$ cat src/rtl/rtc_pkg.sv
package rtc_pkg;
  localparam int unsigned OFS_SETW  = 'h00;
  localparam int unsigned OFS_SETR  = 'h04;
  localparam int unsigned OFS_CALW  = 'h08;
  localparam int unsigned OFS_CALR  = 'h0C;
  localparam int unsigned OFS_CUR   = 'h10;
  localparam int unsigned OFS_TICK  = 'h14;
  localparam int unsigned OFS_ALM   = 'h18;
  localparam int unsigned OFS_STS   = 'h20;
  localparam int unsigned OFS_MASK  = 'h24;
  localparam int unsigned OFS_EN    = 'h28;
  localparam int unsigned OFS_DIS   = 'h2C;
  localparam int unsigned OFS_CTRL  = 'h40;

  localparam int unsigned NUM_EVT   = 2;
  localparam int unsigned EVT_SEC   = 0;
  localparam int unsigned EVT_ALM   = 1;

  localparam int unsigned CTL_BATT  = 31;
  localparam int unsigned CTL_OSC   = 24;

  typedef enum logic [1:0] {
    LD_HOLD = 2'd0,
    LD_INC  = 2'd1,
    LD_SET  = 2'd2
  } load_sel_e;
endpackage

$ cat src/rtl/rtc_tick_count.sv
module rtc_tick_count #(
  parameter int unsigned TICK_W = 16
) (
  input  logic              clk,
  input  logic              rst,
  input  logic              clr,
  output logic [TICK_W-1:0] cnt
);
  localparam logic [TICK_W-1:0] CNT_MAX = '1;

  logic [TICK_W-1:0] cnt_q;

  always_ff @(posedge clk) begin
    if (rst || clr)           cnt_q <= '0;
    else if (cnt_q != CNT_MAX) cnt_q <= cnt_q + 1'b1;
  end

  assign cnt = cnt_q;


  tick_sat_chk: assert property (@(posedge clk) disable iff (rst)
    (cnt_q == CNT_MAX && !clr) |=> (cnt_q == CNT_MAX));
endmodule

$ cat src/rtl/rtc_time_core.sv
module rtc_time_core
  import rtc_pkg::*;
#(
  parameter int unsigned TIME_W = 32
) (
  input  logic              clk,
  input  logic              rst,
  input  logic              sec_tick,
  input  logic              set_wr,
  input  logic [TIME_W-1:0] set_data,
  input  logic              alm_wr,
  input  logic [TIME_W-1:0] alm_data,
  output logic [TIME_W-1:0] cur_time,
  output logic [TIME_W-1:0] set_time,
  output logic [TIME_W-1:0] alm_time,
  output logic              sec_evt,
  output logic              alm_evt
);
  logic [TIME_W-1:0] cur_q, setv_q, alm_q, cur_d;
  logic              pend_q;
  load_sel_e         sel;

  always_comb begin
    if (!sec_tick)   sel = LD_HOLD;
    else if (pend_q) sel = LD_SET;
    else             sel = LD_INC;
    case (sel)
      LD_SET:  cur_d = setv_q;
      LD_INC:  cur_d = cur_q + 1'b1;
      default: cur_d = cur_q;
    endcase
  end

  always_ff @(posedge clk) begin
    if (rst) begin
      cur_q  <= '0;
      setv_q <= '0;
      alm_q  <= '0;
      pend_q <= 1'b0;
    end else begin
      cur_q <= cur_d;
      if (set_wr) begin
        setv_q <= set_data;
        pend_q <= 1'b1;
      end else if (sel == LD_SET) begin
        pend_q <= 1'b0;
      end
      if (alm_wr) alm_q <= alm_data;
    end
  end

  assign cur_time = cur_q;
  assign set_time = setv_q;
  assign alm_time = alm_q;
  assign sec_evt  = sec_tick;
  assign alm_evt  = sec_tick && (cur_d == alm_q);


  pend_load_chk: assert property (@(posedge clk) disable iff (rst)
    (sec_tick && pend_q) |=> (cur_q == $past(setv_q)));

  inc_chk: assert property (@(posedge clk) disable iff (rst)
    (sec_tick && !pend_q) |=> (cur_q == $past(cur_q) + 1'b1));

  hold_chk: assert property (@(posedge clk) disable iff (rst)
    !sec_tick |=> $stable(cur_q));
endmodule

$ cat src/rtl/rtc_irq_ctrl.sv
module rtc_irq_ctrl #(
  parameter int unsigned N = 2
) (
  input  logic         clk,
  input  logic         rst,
  input  logic [N-1:0] evt,
  input  logic         clr_wr,
  input  logic         en_wr,
  input  logic         dis_wr,
  input  logic [N-1:0] wmask,
  output logic [N-1:0] sts,
  output logic [N-1:0] en,
  output logic [N-1:0] irq
);
  logic [N-1:0] sts_q, en_q, irq_q;

  for (genvar i = 0; i < N; i++) begin : g_bit
    logic sts_d, en_d;

    always_comb begin
      sts_d = (sts_q[i] && !(clr_wr && wmask[i])) || evt[i];
      if (en_wr && wmask[i])       en_d = 1'b1;
      else if (dis_wr && wmask[i]) en_d = 1'b0;
      else                         en_d = en_q[i];
    end

    always_ff @(posedge clk) begin
      if (rst) begin
        sts_q[i] <= 1'b0;
        en_q[i]  <= 1'b0;
        irq_q[i] <= 1'b0;
      end else begin
        sts_q[i] <= sts_d;
        en_q[i]  <= en_d;
        irq_q[i] <= sts_d && en_d;
      end
    end


    evt_set_chk: assert property (@(posedge clk) disable iff (rst)
      evt[i] |=> sts_q[i]);

    irq_gate_chk: assert property (@(posedge clk) disable iff (rst)
      irq_q[i] |-> (sts_q[i] && en_q[i]));
  end

  assign sts = sts_q;
  assign en  = en_q;
  assign irq = irq_q;
endmodule

$ cat src/rtl/rtc_regbank.sv
module rtc_regbank
  import rtc_pkg::*;
#(
  parameter int unsigned ADDR_W = 8,
  parameter int unsigned TIME_W = 32,
  parameter int unsigned TICK_W = 16,
  parameter int unsigned CAL_W  = 21
) (
  input  logic              clk,
  input  logic              rst,
  input  logic              sec_tick,
  input  logic              bus_wr,
  input  logic              bus_rd,
  input  logic [ADDR_W-1:0] bus_addr,
  input  logic [31:0]       bus_wdata,
  output logic [31:0]       bus_rdata,
  output logic              irq_sec,
  output logic              irq_alarm
);
  localparam int unsigned DATA_W = 32;

  logic [TIME_W-1:0]  cur_time, set_time, alm_time;
  logic [TICK_W-1:0]  tick_cnt;
  logic [NUM_EVT-1:0] evt, sts, en, irq;
  logic               sec_evt, alm_evt;
  logic [CAL_W-1:0]   cal_q;
  logic               batt_q, osc_q;
  logic [DATA_W-1:0]  rd_mux, rdata_q;

  function automatic logic hit(input logic [ADDR_W-1:0] a, input int unsigned ofs);
    return a == ADDR_W'(ofs);
  endfunction

  logic wr_set, wr_cal, wr_alm, wr_sts, wr_en, wr_dis, wr_ctl;
  assign wr_set = bus_wr && hit(bus_addr, OFS_SETW);
  assign wr_cal = bus_wr && hit(bus_addr, OFS_CALW);
  assign wr_alm = bus_wr && hit(bus_addr, OFS_ALM);
  assign wr_sts = bus_wr && hit(bus_addr, OFS_STS);
  assign wr_en  = bus_wr && hit(bus_addr, OFS_EN);
  assign wr_dis = bus_wr && hit(bus_addr, OFS_DIS);
  assign wr_ctl = bus_wr && hit(bus_addr, OFS_CTRL);

  rtc_time_core #(.TIME_W(TIME_W)) u_core (
    .clk      (clk),
    .rst      (rst),
    .sec_tick (sec_tick),
    .set_wr   (wr_set),
    .set_data (bus_wdata[TIME_W-1:0]),
    .alm_wr   (wr_alm),
    .alm_data (bus_wdata[TIME_W-1:0]),
    .cur_time (cur_time),
    .set_time (set_time),
    .alm_time (alm_time),
    .sec_evt  (sec_evt),
    .alm_evt  (alm_evt)
  );

  rtc_tick_count #(.TICK_W(TICK_W)) u_tick (
    .clk (clk),
    .rst (rst),
    .clr (sec_tick || wr_cal),
    .cnt (tick_cnt)
  );

  always_comb begin
    evt          = '0;
    evt[EVT_SEC] = sec_evt;
    evt[EVT_ALM] = alm_evt;
  end

  rtc_irq_ctrl #(.N(NUM_EVT)) u_irq (
    .clk    (clk),
    .rst    (rst),
    .evt    (evt),
    .clr_wr (wr_sts),
    .en_wr  (wr_en),
    .dis_wr (wr_dis),
    .wmask  (bus_wdata[NUM_EVT-1:0]),
    .sts    (sts),
    .en     (en),
    .irq    (irq)
  );

  always_ff @(posedge clk) begin
    if (rst) begin
      cal_q  <= '0;
      batt_q <= 1'b0;
      osc_q  <= 1'b0;
    end else begin
      if (wr_cal) cal_q <= bus_wdata[CAL_W-1:0];
      if (wr_ctl) begin
        batt_q <= bus_wdata[CTL_BATT];
        osc_q  <= bus_wdata[CTL_OSC];
      end
    end
  end

  always_comb begin
    rd_mux = '0;
    if (hit(bus_addr, OFS_SETR))      rd_mux = DATA_W'(set_time);
    else if (hit(bus_addr, OFS_CALR)) rd_mux = DATA_W'(cal_q);
    else if (hit(bus_addr, OFS_CUR))  rd_mux = DATA_W'(cur_time);
    else if (hit(bus_addr, OFS_TICK)) rd_mux = DATA_W'(tick_cnt);
    else if (hit(bus_addr, OFS_ALM))  rd_mux = DATA_W'(alm_time);
    else if (hit(bus_addr, OFS_STS))  rd_mux = DATA_W'(sts);
    else if (hit(bus_addr, OFS_MASK)) rd_mux = DATA_W'(en);
    else if (hit(bus_addr, OFS_CTRL)) begin
      rd_mux[CTL_BATT] = batt_q;
      rd_mux[CTL_OSC]  = osc_q;
    end
  end

  always_ff @(posedge clk) begin
    if (rst)         rdata_q <= '0;
    else if (bus_rd) rdata_q <= rd_mux;
    else             rdata_q <= '0;
  end

  assign bus_rdata = rdata_q;
  assign irq_sec   = irq[EVT_SEC];
  assign irq_alarm = irq[EVT_ALM];


  idle_rdata_chk: assert property (@(posedge clk) disable iff (rst)
    !bus_rd |=> (bus_rdata == '0));
endmodule

$ cat config.mk
export PLATFORM = sky130hd
export DESIGN_NAME = rtc_regbank
export DESIGN_NICKNAME = d
export VERILOG_FILES = /design/src/rtl/rtc_pkg.sv /design/src/rtl/rtc_tick_count.sv /design/src/rtl/rtc_time_core.sv /design/src/rtl/rtc_irq_ctrl.sv /design/src/rtl/rtc_regbank.sv
export SDC_FILE = /design/constraint.sdc
export NUM_CORES = 1
export LEC_CHECK = 0
export BUFFER_PORTS_ARGS = -buffer_cell sky130_fd_sc_hd__buf_2
export CAP_MARGIN = 20
export CORE_MARGIN = 2
export CORE_UTILIZATION = 55
export CTS_CLUSTER_SIZE = 30
export DETAILED_ROUTE_END_ITERATION = 12
export HOLD_SLACK_MARGIN = 0.12
export PLACE_DENSITY = 0.75
export SLEW_MARGIN = 15
export SYNTH_ARGS = -nofsm -noshare
export SYNTH_HDL_FRONTEND = slang
export SYNTH_HIERARCHICAL = 1
export SYNTH_SLANG_ARGS = --single-unit
$ cat constraint.sdc
create_clock -name clk -period 3.9 [get_ports clk]
set_input_delay 0 -clock clk [delete_from_list [all_inputs] [get_ports clk]]
set_output_delay 0 -clock clk [all_outputs]
set_load 0.05 [all_outputs]
== After elaboration in Yosys (flattened, before gate mapping) ==
Cells that the tools add are included.
Word-level totals
  flip-flop bits (word level): 174
  bits of input ports: 45
  output and inout port bits: 34
  logic and storage cells: 80
Cells by class
  add/subtract/negate cells: 2
  equal/unequal tests: 15
  multiplexer cells: 20
  bitwise logic cells: 1
  reductions and logical operators: 27
Operators with widths (count)
  $mux 32: 6
  $pmux 32 s2: 1
  $add 32x1->32 const B: 1
  $eq 32x32->1: 1
  $eq 8x6->1 const B: 4
  $eq 8x5->1 const B: 3
  $logic_and 1x1->1: 18
  $add 16x1->16 const B: 1
  $eq 8x4->1 const B: 2
  $ne 16x16->1 const B: 1
  $mux 1: 10
  $eq 8x3->1 const B: 1
  $eq 8x7->1 const B: 1
  $logic_not 8->1: 1
  $mux 2: 3
  $logic_or 1x1->1: 4
  $eq 2x1->1 const B: 1
  $eq 2x2->1 const B: 1
  $logic_not 1->1: 2
  $reduce_bool 2->1: 1
  $reduce_or 2->1: 1
  $not 1->1: 1

== Depth between registers and ports, before layout ==
Gate-level depths: netlist (run 1).
  depth after elaboration: 9
  mapped depth: 13
  gate-level depth less buffers: 11

== Cells and area by module ==
Netlist (run 1), hierarchy kept.
Modules (own cells, without submodules)
  rtc_time_core: times used 1, cells each 617, area an instance 5240.0 µm², seq. area each 1941.9 µm²
  rtc_regbank: times used 1, cells each 357, area an instance 2942.8 µm², seq. area each 1101.1 µm²
  rtc_tick_count: times used 1, cells each 95, area an instance 830.8 µm², seq. area each 320.3 µm²
  rtc_irq_ctrl: times used 1, cells each 20, area an instance 225.2 µm², seq. area each 120.1 µm²

== Worst setup path after synthesis (run 1) ==
No wires, ideal clock.
  kind: register to register
  start: register u_core.cur_q[3] (netlist: u_core/cur_time[3])
  end: register u_irq.irq_q[1] (netlist: u_irq/irq[1])
  setup time: 0.086 ns
  data arrival time: 3.055 ns
  required time: 3.814 ns
  setup slack: 0.759 ns
  cell stages (with the launch flop): 11
  path buffers: 0
  period minus slack after synthesis: 3.141 ns
  cells stage by stage: dfxtp_1 nand4_2 nor2_1 mux2i_1 o21ai_1 or4_1 or4_1 or4_1 nor4_2 inv_1 a221oi_2
On the way
  cells in the longest elaborated chain, start to end: 6
RTL lines
  start: declaration: RTL line rtc_time_core.sv:19  | logic [TIME_W-1:0] cur_q, setv_q, alm_q, cur_d;
  start signal: assignment: RTL line rtc_time_core.sv:41  | cur_q <= cur_d;
  $add 32x1->32: RTL line rtc_time_core.sv:29  | LD_INC: cur_d = cur_q + 1'b1;
  $pmux 32 s2 *: RTL line rtc_time_core.sv:27  | case (sel)
  $eq 32x32->1 *: RTL line rtc_time_core.sv:56  | assign alm_evt = sec_tick && (cur_d == alm_q);
  $logic_and 1x1->1 *: RTL line rtc_time_core.sv:56
  net alm_evt: RTL line rtc_regbank.sv:25  | logic sec_evt, alm_evt;
  $logic_or 1x1->1 *: RTL line rtc_irq_ctrl.sv:21  | sts_d = (sts_q[i] && !(clr_wr && wmask[i])) || evt[i];
  $logic_and 1x1->1 *: RTL line rtc_irq_ctrl.sv:35  | irq_q[i] <= sts_d && en_d;
  end signal: indexed assignment: RTL line rtc_irq_ctrl.sv:35
  end: declaration: RTL line rtc_irq_ctrl.sv:15  | logic [N-1:0] sts_q, en_q, irq_q;
The timed path passes the listed nets; every way through them passes the cells marked *.
A chain may end at the register's enable or synchronous reset.

== Final worst setup path (run 1) ==
  start: register u_core.cur_q[4] (netlist: u_core/cur_time[4])
  end: register u_irq.irq_q[1] (netlist: u_irq/irq[1])
The elaborated chain is that of the path after synthesis.

==> results of run 1 <==
-- registers in the layout, indices dropped and copies added (netlist names) --
| name | flops |
|---|---|
| bus_rdata | 32 |
| u_core/pend_q | 1 |
| u_irq/sts | 2 |
| osc_q | 1 |
| u_core/cur_time | 32 |
| u_irq/irq | 2 |
| batt_q | 1 |
| u_core/set_time | 32 |
| u_tick/cnt | 16 |
| cal_q | 21 |
| u_irq/en | 2 |
| u_core/alm_time | 32 |
-- worst reg2reg max path: cells and delay by family, from the launching register on --
family	cells	cell delay, ns
and+or+nand+nor	7	2.60
DFF	1	0.55
AOI/OAI and AO/OA	2	0.33
buffers and inverters	1	0.12
-- Yosys cell counts (all sizes together), types with 5 or more instances --
library cell	n	area (µm²)
a211oi	8	60.1
a21oi	81	405
a221oi	9	91.3
a22o	18	158
a22oi	16	120
a311oi	5	43.8
a31oi	6	37.5
and3	11	68.8
and4	7	65.1
buf	35	186
clkbuf	46	173
dfxtp	174	3480
inv	35	131
mux2	21	236
mux2i	88	881
nand2	93	354
nand2b	6	37.5
nand3	37	190
nand4	20	165
nor2	138	518
nor2b	24	150
nor3	16	90.1
nor3b	5	48.8
nor4	17	170
o21ai	23	115
o221ai	19	166
o22ai	17	106
o31ai	5	37.5
or3	6	38.8
or4	11	82.6
xnor2	12	105
xor2	12	105
-- placed cells by master (no fill, tap or decap), types with 18 or more instances in the layout --
master,count
o221ai_1,19
dlygate4sd3_1,48
mux2i_1,88
mux2_2,21
dfxtp_1,174
nor2_1,138
nor2b_1,24
nand3_1,36
inv_1,34
buf_2,77
nand2_1,91
buf_4,27
a22o_1,18
a21oi_1,81
o21ai_0,22
-- worst paths after layout --
path                                          from            end  slack, ns  cells past startpoint
worst max register to register  u_core/cur_time[4]   u_irq/irq[1]       0.22                     10
worst min register to register           cal_q[15]      cal_q[15]       0.45                      2
worst max-delay path            u_core/cur_time[4]   u_irq/irq[1]       0.22                     10
worst min-delay path                   bus_addr[3]  bus_rdata[24]       0.14                      5
-- routing by layer --
layer / part of all wire [%] / track usage (%) / vias up
met3: 6.3 / 4.57 / 53
met2: 47 / 49.5 / 362
li1: - / - / 4146
met4: 2.4 / 12.0 / 0
met1: 45 / 41.9 / 4135
met5: 0 / 0 / -
-- cells by family (layout without fill, tap and decap cells) --
family | count (synthesis) | after routing | synth area share (%)
flip-flops | 174 | 174 | 37.7
AND/OR/NAND/NOR | 411 | 411 | 23.4
XOR/XNOR | 24 | 24 | 2.28
buffers and inverters | 116 | 219 | 5.31
AO/OA/AOI/OAI | 253 | 253 | 18.9
multiplexers | 109 | 109 | 12.1
adder cells (fa/ha/maj) | 2 | 2 | 0.271
-- layout make-up --
cell class / count / area [µm²] / share of cell area [%]
Clock buffer: 19 / 453 / 4.17
Inverter: 35 / 131 / 1.21
Sequential cell: 174 / 3480 / 32.1
Clock inverter: 12 / 138 / 1.27
Tap cell: 220 / 275 / 2.53
Multi-Input combinational cell: 799 / 5290 / 48.7
Timing Repair Buffer: 153 / 1090 / 10.0
-- per-stage QoR --
step                util [%]  setup slack, ns  power [mW]  hold slack, ns  instance area (µm²)
floorplan                  -            0.759        1.94          0.0662                 9240
global placement        59.2            0.306        2.01           0.252                 9790
detailed placement      59.2            0.274        2.01           0.260                 9790
CTS                     65.7            0.239        3.74           0.126                10900
global route            65.7           0.0261        3.84           0.160                10900
finish                  65.7            0.224        3.73           0.141                10900
-- timing repair --
item / CTS / global route
endpoints found under the hold margin: 105 / 0
setup buffers: 0 / 0
setup endpoints to repair: 0 / 1
hold buffers: 48 / 0
gates resized for setup: 0 / 1
-- power by group --
part / leakage [nW] / switching [mW] / internal, mW
sequential: 1.40 / 0.00817 / 1.78
combinational: 2.17 / 0.134 / 0.0871
clock: 0.274 / 0.741 / 0.977
total: 3.85 / 0.883 / 2.85
==> flow_metrics.py, run 1 <==
metrics = {
    "place": {
        "gp_congestion": 0.982,
        "dp_hpwl_um": 18500,
        "port_buffers": 78,
        "place.detailed.instances": 1333,
    },
    "synth": {
        "ys_warn_count": 6,
        "ys_ff_latch": 174,
        "synthCells": 1089,
        "ys_types": 86,
        "synth-main-ff-cell": "dfxtp_1",
        "synth-edff-count": 0,
        "seq_area_frac_synth_pct": 37.7,
        "synth.avg_cell_area_um2": 8.48,
        "synth_nets": 1136,
        "synth_area_um2": 9240,
        "ys_async_sr_fraction_pct": 0,
    },
    "routing": {
        "drt-pass1-iter-count": 5,
        "drt-total-wl_um": 27400,
        "drcViolationCount": 0,
        "wl_per_cell_um": 19.4,
        "drtIter0Drc": 890,
        "via_per_inst": 6.16,
        "ant_nets": 0,
        "vias": 8696,
    },
    "clocking": {
        "root_buffer": "clkbuf_16",
        "clkTransAtPathRegs_ns": 0.07,
        "cts_made_buffers": 17,
        "clkSinkCount": 174,
        "clock_latency_ns": 0.44,
        "clk_path_buf_depth": 2,
        "cts_tree": "built",
        "cts_max_level": 4,
    },
    "worst_setup_path": {
        "max_stage_delay_ns": 0.67,
        "crit_chain": "nand4_2 > or4_1 > or4_1 > nand4_1 > o311ai_1 > nor4_1 > nand4_1 > nor4_2 > inv_1 > a221oi_2",
        "crit_fanout": 12,
        "crit_family": "simple AND/OR/NAND/NOR gates",
        "crit_buf_inv": 1,
        "arrival_ns": 4.03,
        "critPathSlowestCell": "or4_1",
        "endpoint_kind": "register",
        "critPathRequiredTime_ns": 4.25,
        "critPathKind": "reg2reg",
        "start_kind": "register",
    },
    "floorplanning": {
        "rows": 47,
        "die-height_um": 134,
        "dieWidth_um": 134,
        "coreArea_um2": 16500,
        "start_util_pct": 55.9,
        "die-area_um2": 17900,
        "ios": 79,
    },
    "pwr": {
        "p_leak_nw": 3.85,
        "vdd_drop_max_uv": 328,
        "power.density_nw_per_um2": 343,
    },
    "sta": {
        "min_period_ns": 3.68,
        "hold_violations": 0,
        "rsz0062_at_grt": "no",
        "finalClockSkew_ns": 0.00731,
        "tightest_slew_ns": 0.922,
        "setup_violations": 0,
        "finalCritPeriodShare_pct": 94.3,
        "fmax_mhz": 272,
        "setup_tns_ns": 0,
        "maxSlewViolCount": 0,
        "slew-limit-headroom_pct": 38.5,
    },
    "layout": {
        "final_net_count": 1227,
        "drive_gt1_share_pct": 16.4,
        "diodes": 0,
        "fin_cells": 1412,
        "fill_cells": 1374,
        "areaGrowthSynthToFinish_pct": 17.6,
    },
    "grt": {
        "grt_start_max_net_pins": 86,
        "grt_usage_pct": 30.8,
        "grt_overflow": 0,
        "antenna_found_initial": 0,
        "grt_pass1_vias": 8218,
        "grt_pass1_wl_um": 43600,
    },
    "run": {
        "maxCapViolCount": 0,
    },
    "status": {
        "status": "completed",
    },
    "worst_hold_path": {
        "hp-class": "in2reg",
    },
}
Note: power is estimated with default switching activity, not from simulation.
==> run 2, diff against run 1 <==
- ABC_AREA: unset -> 1
- BUFFER_PORTS_ARGS: -buffer_cell sky130_fd_sc_hd__buf_2 -> -buffer_cell sky130_fd_sc_hd__buf_4
==> run 2 against run 1 <==
Fmax increased by 27%. Hold slack got worse by 0.0044 ns. First-iteration DRC count increased by 27%. Die area increased by 1.7%. Critical path depth increased by 9. Critical path type is now in2reg.
==> flow_metrics.py, run 2 <==
metrics = {
    "place": {
        "dpl_cell_area_um2": 10000,
        "port_buffers": 78,
        "post-place-ws_ns": 1.27,
        "gp_congestion": 1.02,
        "dp_hpwl_um": 20300,
    },
    "worst_setup_path": {
        "critPathRequiredTime_ns": 4.26,
        "critPathKind": "in2reg",
        "start_kind": "input port",
        "arrival_ns": 3.25,
        "crit_fanout": 30,
        "endpoint_kind": "register",
    },
    "synth": {
        "ys_ff_latch": 174,
        "synth-edff-count": 0,
        "ys_async_sr_fraction_pct": 0,
        "synthCells": 1445,
        "ys_warn_count": 6,
        "synth_area_leaders": "dfxtp_1 (37%), nand2_1 (19%), nor2_1 (8.6%)",
        "synth.top_cell.area_share_pct": 37.1,
        "synth.avg_cell_area_um2": 6.50,
        "ys_types": 43,
        "seq_area_frac_synth_pct": 37.1,
        "yosysTopAreaCell": "dfxtp_1",
        "synth_nets": 1492,
        "synth-main-ff-cell": "dfxtp_1",
        "synthMostInstantiatedCell": "nand2_1",
        "synth_area_um2": 9400,
        "synth_common_cells": "nand2_1 (488), nor2_1 (216), dfxtp_1 (174), nand3_1 (112), inv_1 (104)",
    },
    "layout": {
        "drive_gt1_share_pct": 12.5,
        "final_net_count": 1591,
        "stdcell_area_um2": 11100,
        "diodes": 0,
        "final_cell_mix": "nand2_1 (488), nor2_1 (215), dfxtp_1 (174)",
        "areaGrowthSynthToFinish_pct": 18.5,
        "layout_commonest_cell": "nand2_1",
        "multi_input_area_um2": 5140,
        "fill_cells": 1450,
        "regArea_um2": 3480,
    },
    "clocking": {
        "clkSinkCount": 174,
        "clkTransAtPathRegs_ns": 0.08,
        "root_buffer": "clkbuf_16",
        "cts_tree": "built",
        "clk_path_buf_depth": 2,
        "cts_max_level": 4,
        "ctsResizeCount": 0,
        "cts_made_buffers": 17,
        "clock_latency_ns": 0.44,
    },
    "floorplanning": {
        "dieWidth_um": 135,
        "start_util_pct": 56.5,
        "rows": 47,
        "ios": 79,
        "die-area_um2": 18100,
        "die-height_um": 135,
        "coreArea_um2": 16600,
    },
    "grt": {
        "grt_usage_pct": 33.4,
        "grt_start_max_net_pins": 70,
        "antenna_found_initial": 0,
        "grt_pass1_wl_um": 47100,
        "grt_overflow": 0,
        "grt_pass1_vias": 8895,
    },
    "pwr": {
        "power.density_nw_per_um2": 353,
        "p_leak_nw": 4.79,
        "vdd_drop_max_uv": 320,
    },
    "sta": {
        "slew-limit-headroom_pct": 40.0,
        "setup_violations": 0,
        "worst_hold_slack_ns": 0.136,
        "rsz0062_at_grt": "no",
        "hold_violations": 0,
        "maxSlewViolCount": 0,
        "tightest_slew_ns": 0.898,
        "finalClockSkew_ns": 0.0134,
        "min_period_ns": 2.90,
        "fmax_mhz": 345,
        "setup_tns_ns": 0,
        "finalCritPeriodShare_pct": 74.3,
        "layout_setup_ws_ns": 1.00,
    },
    "worst_hold_path": {
        "hp-class": "in2reg",
    },
    "routing": {
        "vias": 9978,
        "drtIter0Drc": 1132,
        "drt-pass1-iter-count": 6,
        "drt-total-wl_um": 29800,
        "ant_nets": 0,
        "via_per_inst": 5.62,
        "drcViolationCount": 0,
        "wl_per_cell_um": 16.8,
    },
    "run": {
        "maxCapViolCount": 0,
    },
    "status": {
        "status": "completed",
    },
}
==> run 2: changes by cell type in the layout (fill, tap and decap cells not counted), moves of 24 or more <==
cell / change
nor2_1: +77
inv_1: +70
mux2i_1: -88
buf_4: +65
buf_2: -77
nand3_1: +76
nor2b_1: -24
nand2_1: +397
nor3_1: +29
==> run 2: where the power goes <==
part | total [mW] | internal, mW | switching, mW
Sequential | 1.84 | 1.80 | 0.0411
Clock | 1.75 | 0.877 | 0.872
Combinational | 0.339 | 0.130 | 0.209
Total | 3.93 | 2.81 | 1.12
==> run 2: cells by family (layout without fill, tap and decap cells) <==
group / after synthesis / count (layout) / synth area share (%)
simple gates: 961 / 961 / 46.1
buf+inv: 177 / 289 / 8.21
flops: 174 / 174 / 37.1
compound gates: 126 / 126 / 7.84
xor+xnor: 5 / 5 / 0.466
fa+ha+maj: 2 / 2 / 0.266
==> run 2: final timing paths <==
check	cells past startpoint	startpoint	endpoint	slack [ns]
worst min register to register	2	u_core/set_time[12]	u_core/set_time[12]	0.48
worst max-delay path	19	sec_tick	u_irq/sts[1]	1.00
worst min-delay path	8	bus_addr[2]	u_irq/en[0]	0.14
worst max register to register	16	u_core/pend_q	u_irq/sts[1]	1.16
==> run 2: metrics by stage <==
stage               instances  util [%]  power, mW
finish                   1777      66.9       3.93
global route             1777      66.9       4.06
CTS                      1777      66.9       3.93
detailed placement       1696      60.3       2.17
global placement         1696      60.3       2.17
floorplan                1445         -       2.06
==> run 2: per-layer routing <==
| metal | share of wire, % | vias up | GRT usage, % |
|---|---|---|---|
| met3 | 10 | 62 | 6.83 |
| li1 | - | 4823 | - |
| met5 | 0 | - | 0 |
| met4 | 2.6 | 0 | 10.5 |
| met2 | 44 | 589 | 50.3 |
| met1 | 44 | 4504 | 48.0 |
==> run 2: area by class of cell <==
cell class | instances | area share [%]
Multi-Input combinational cell | 1094 | 46.2
Clock buffer | 17 | 3.82
Sequential cell | 174 | 31.3
Clock inverter | 15 | 1.69
Timing Repair Buffer | 141 | 10.6
Inverter | 116 | 3.93
Tap cell | 220 | 2.47
==> run 2: what timing repair did <==
item / 4_1_cts / 5_1_grt
setup buffers: 0 / 0
endpoints found under the hold margin: 124 / 0
hold buffers: 49 / 0
==> run 2: worst max-delay path, stage by stage <==
cell           delay [ns]
dlygate4sd3_1        0.53
buf_4                0.28
inv_2                0.28
nor2_2               0.15
buf_4                0.35
nand2_1              0.14
nand3b_1             0.11
nand3_1              0.07
nor2_1               0.12
nand2_1              0.08
nor2_1               0.15
nand2_1              0.12
nor2_1               0.10
nand2_1              0.06
nor2_1               0.15
nand2_1              0.07
nor2_1               0.22
a21oi_2              0.08
nor2_1               0.16
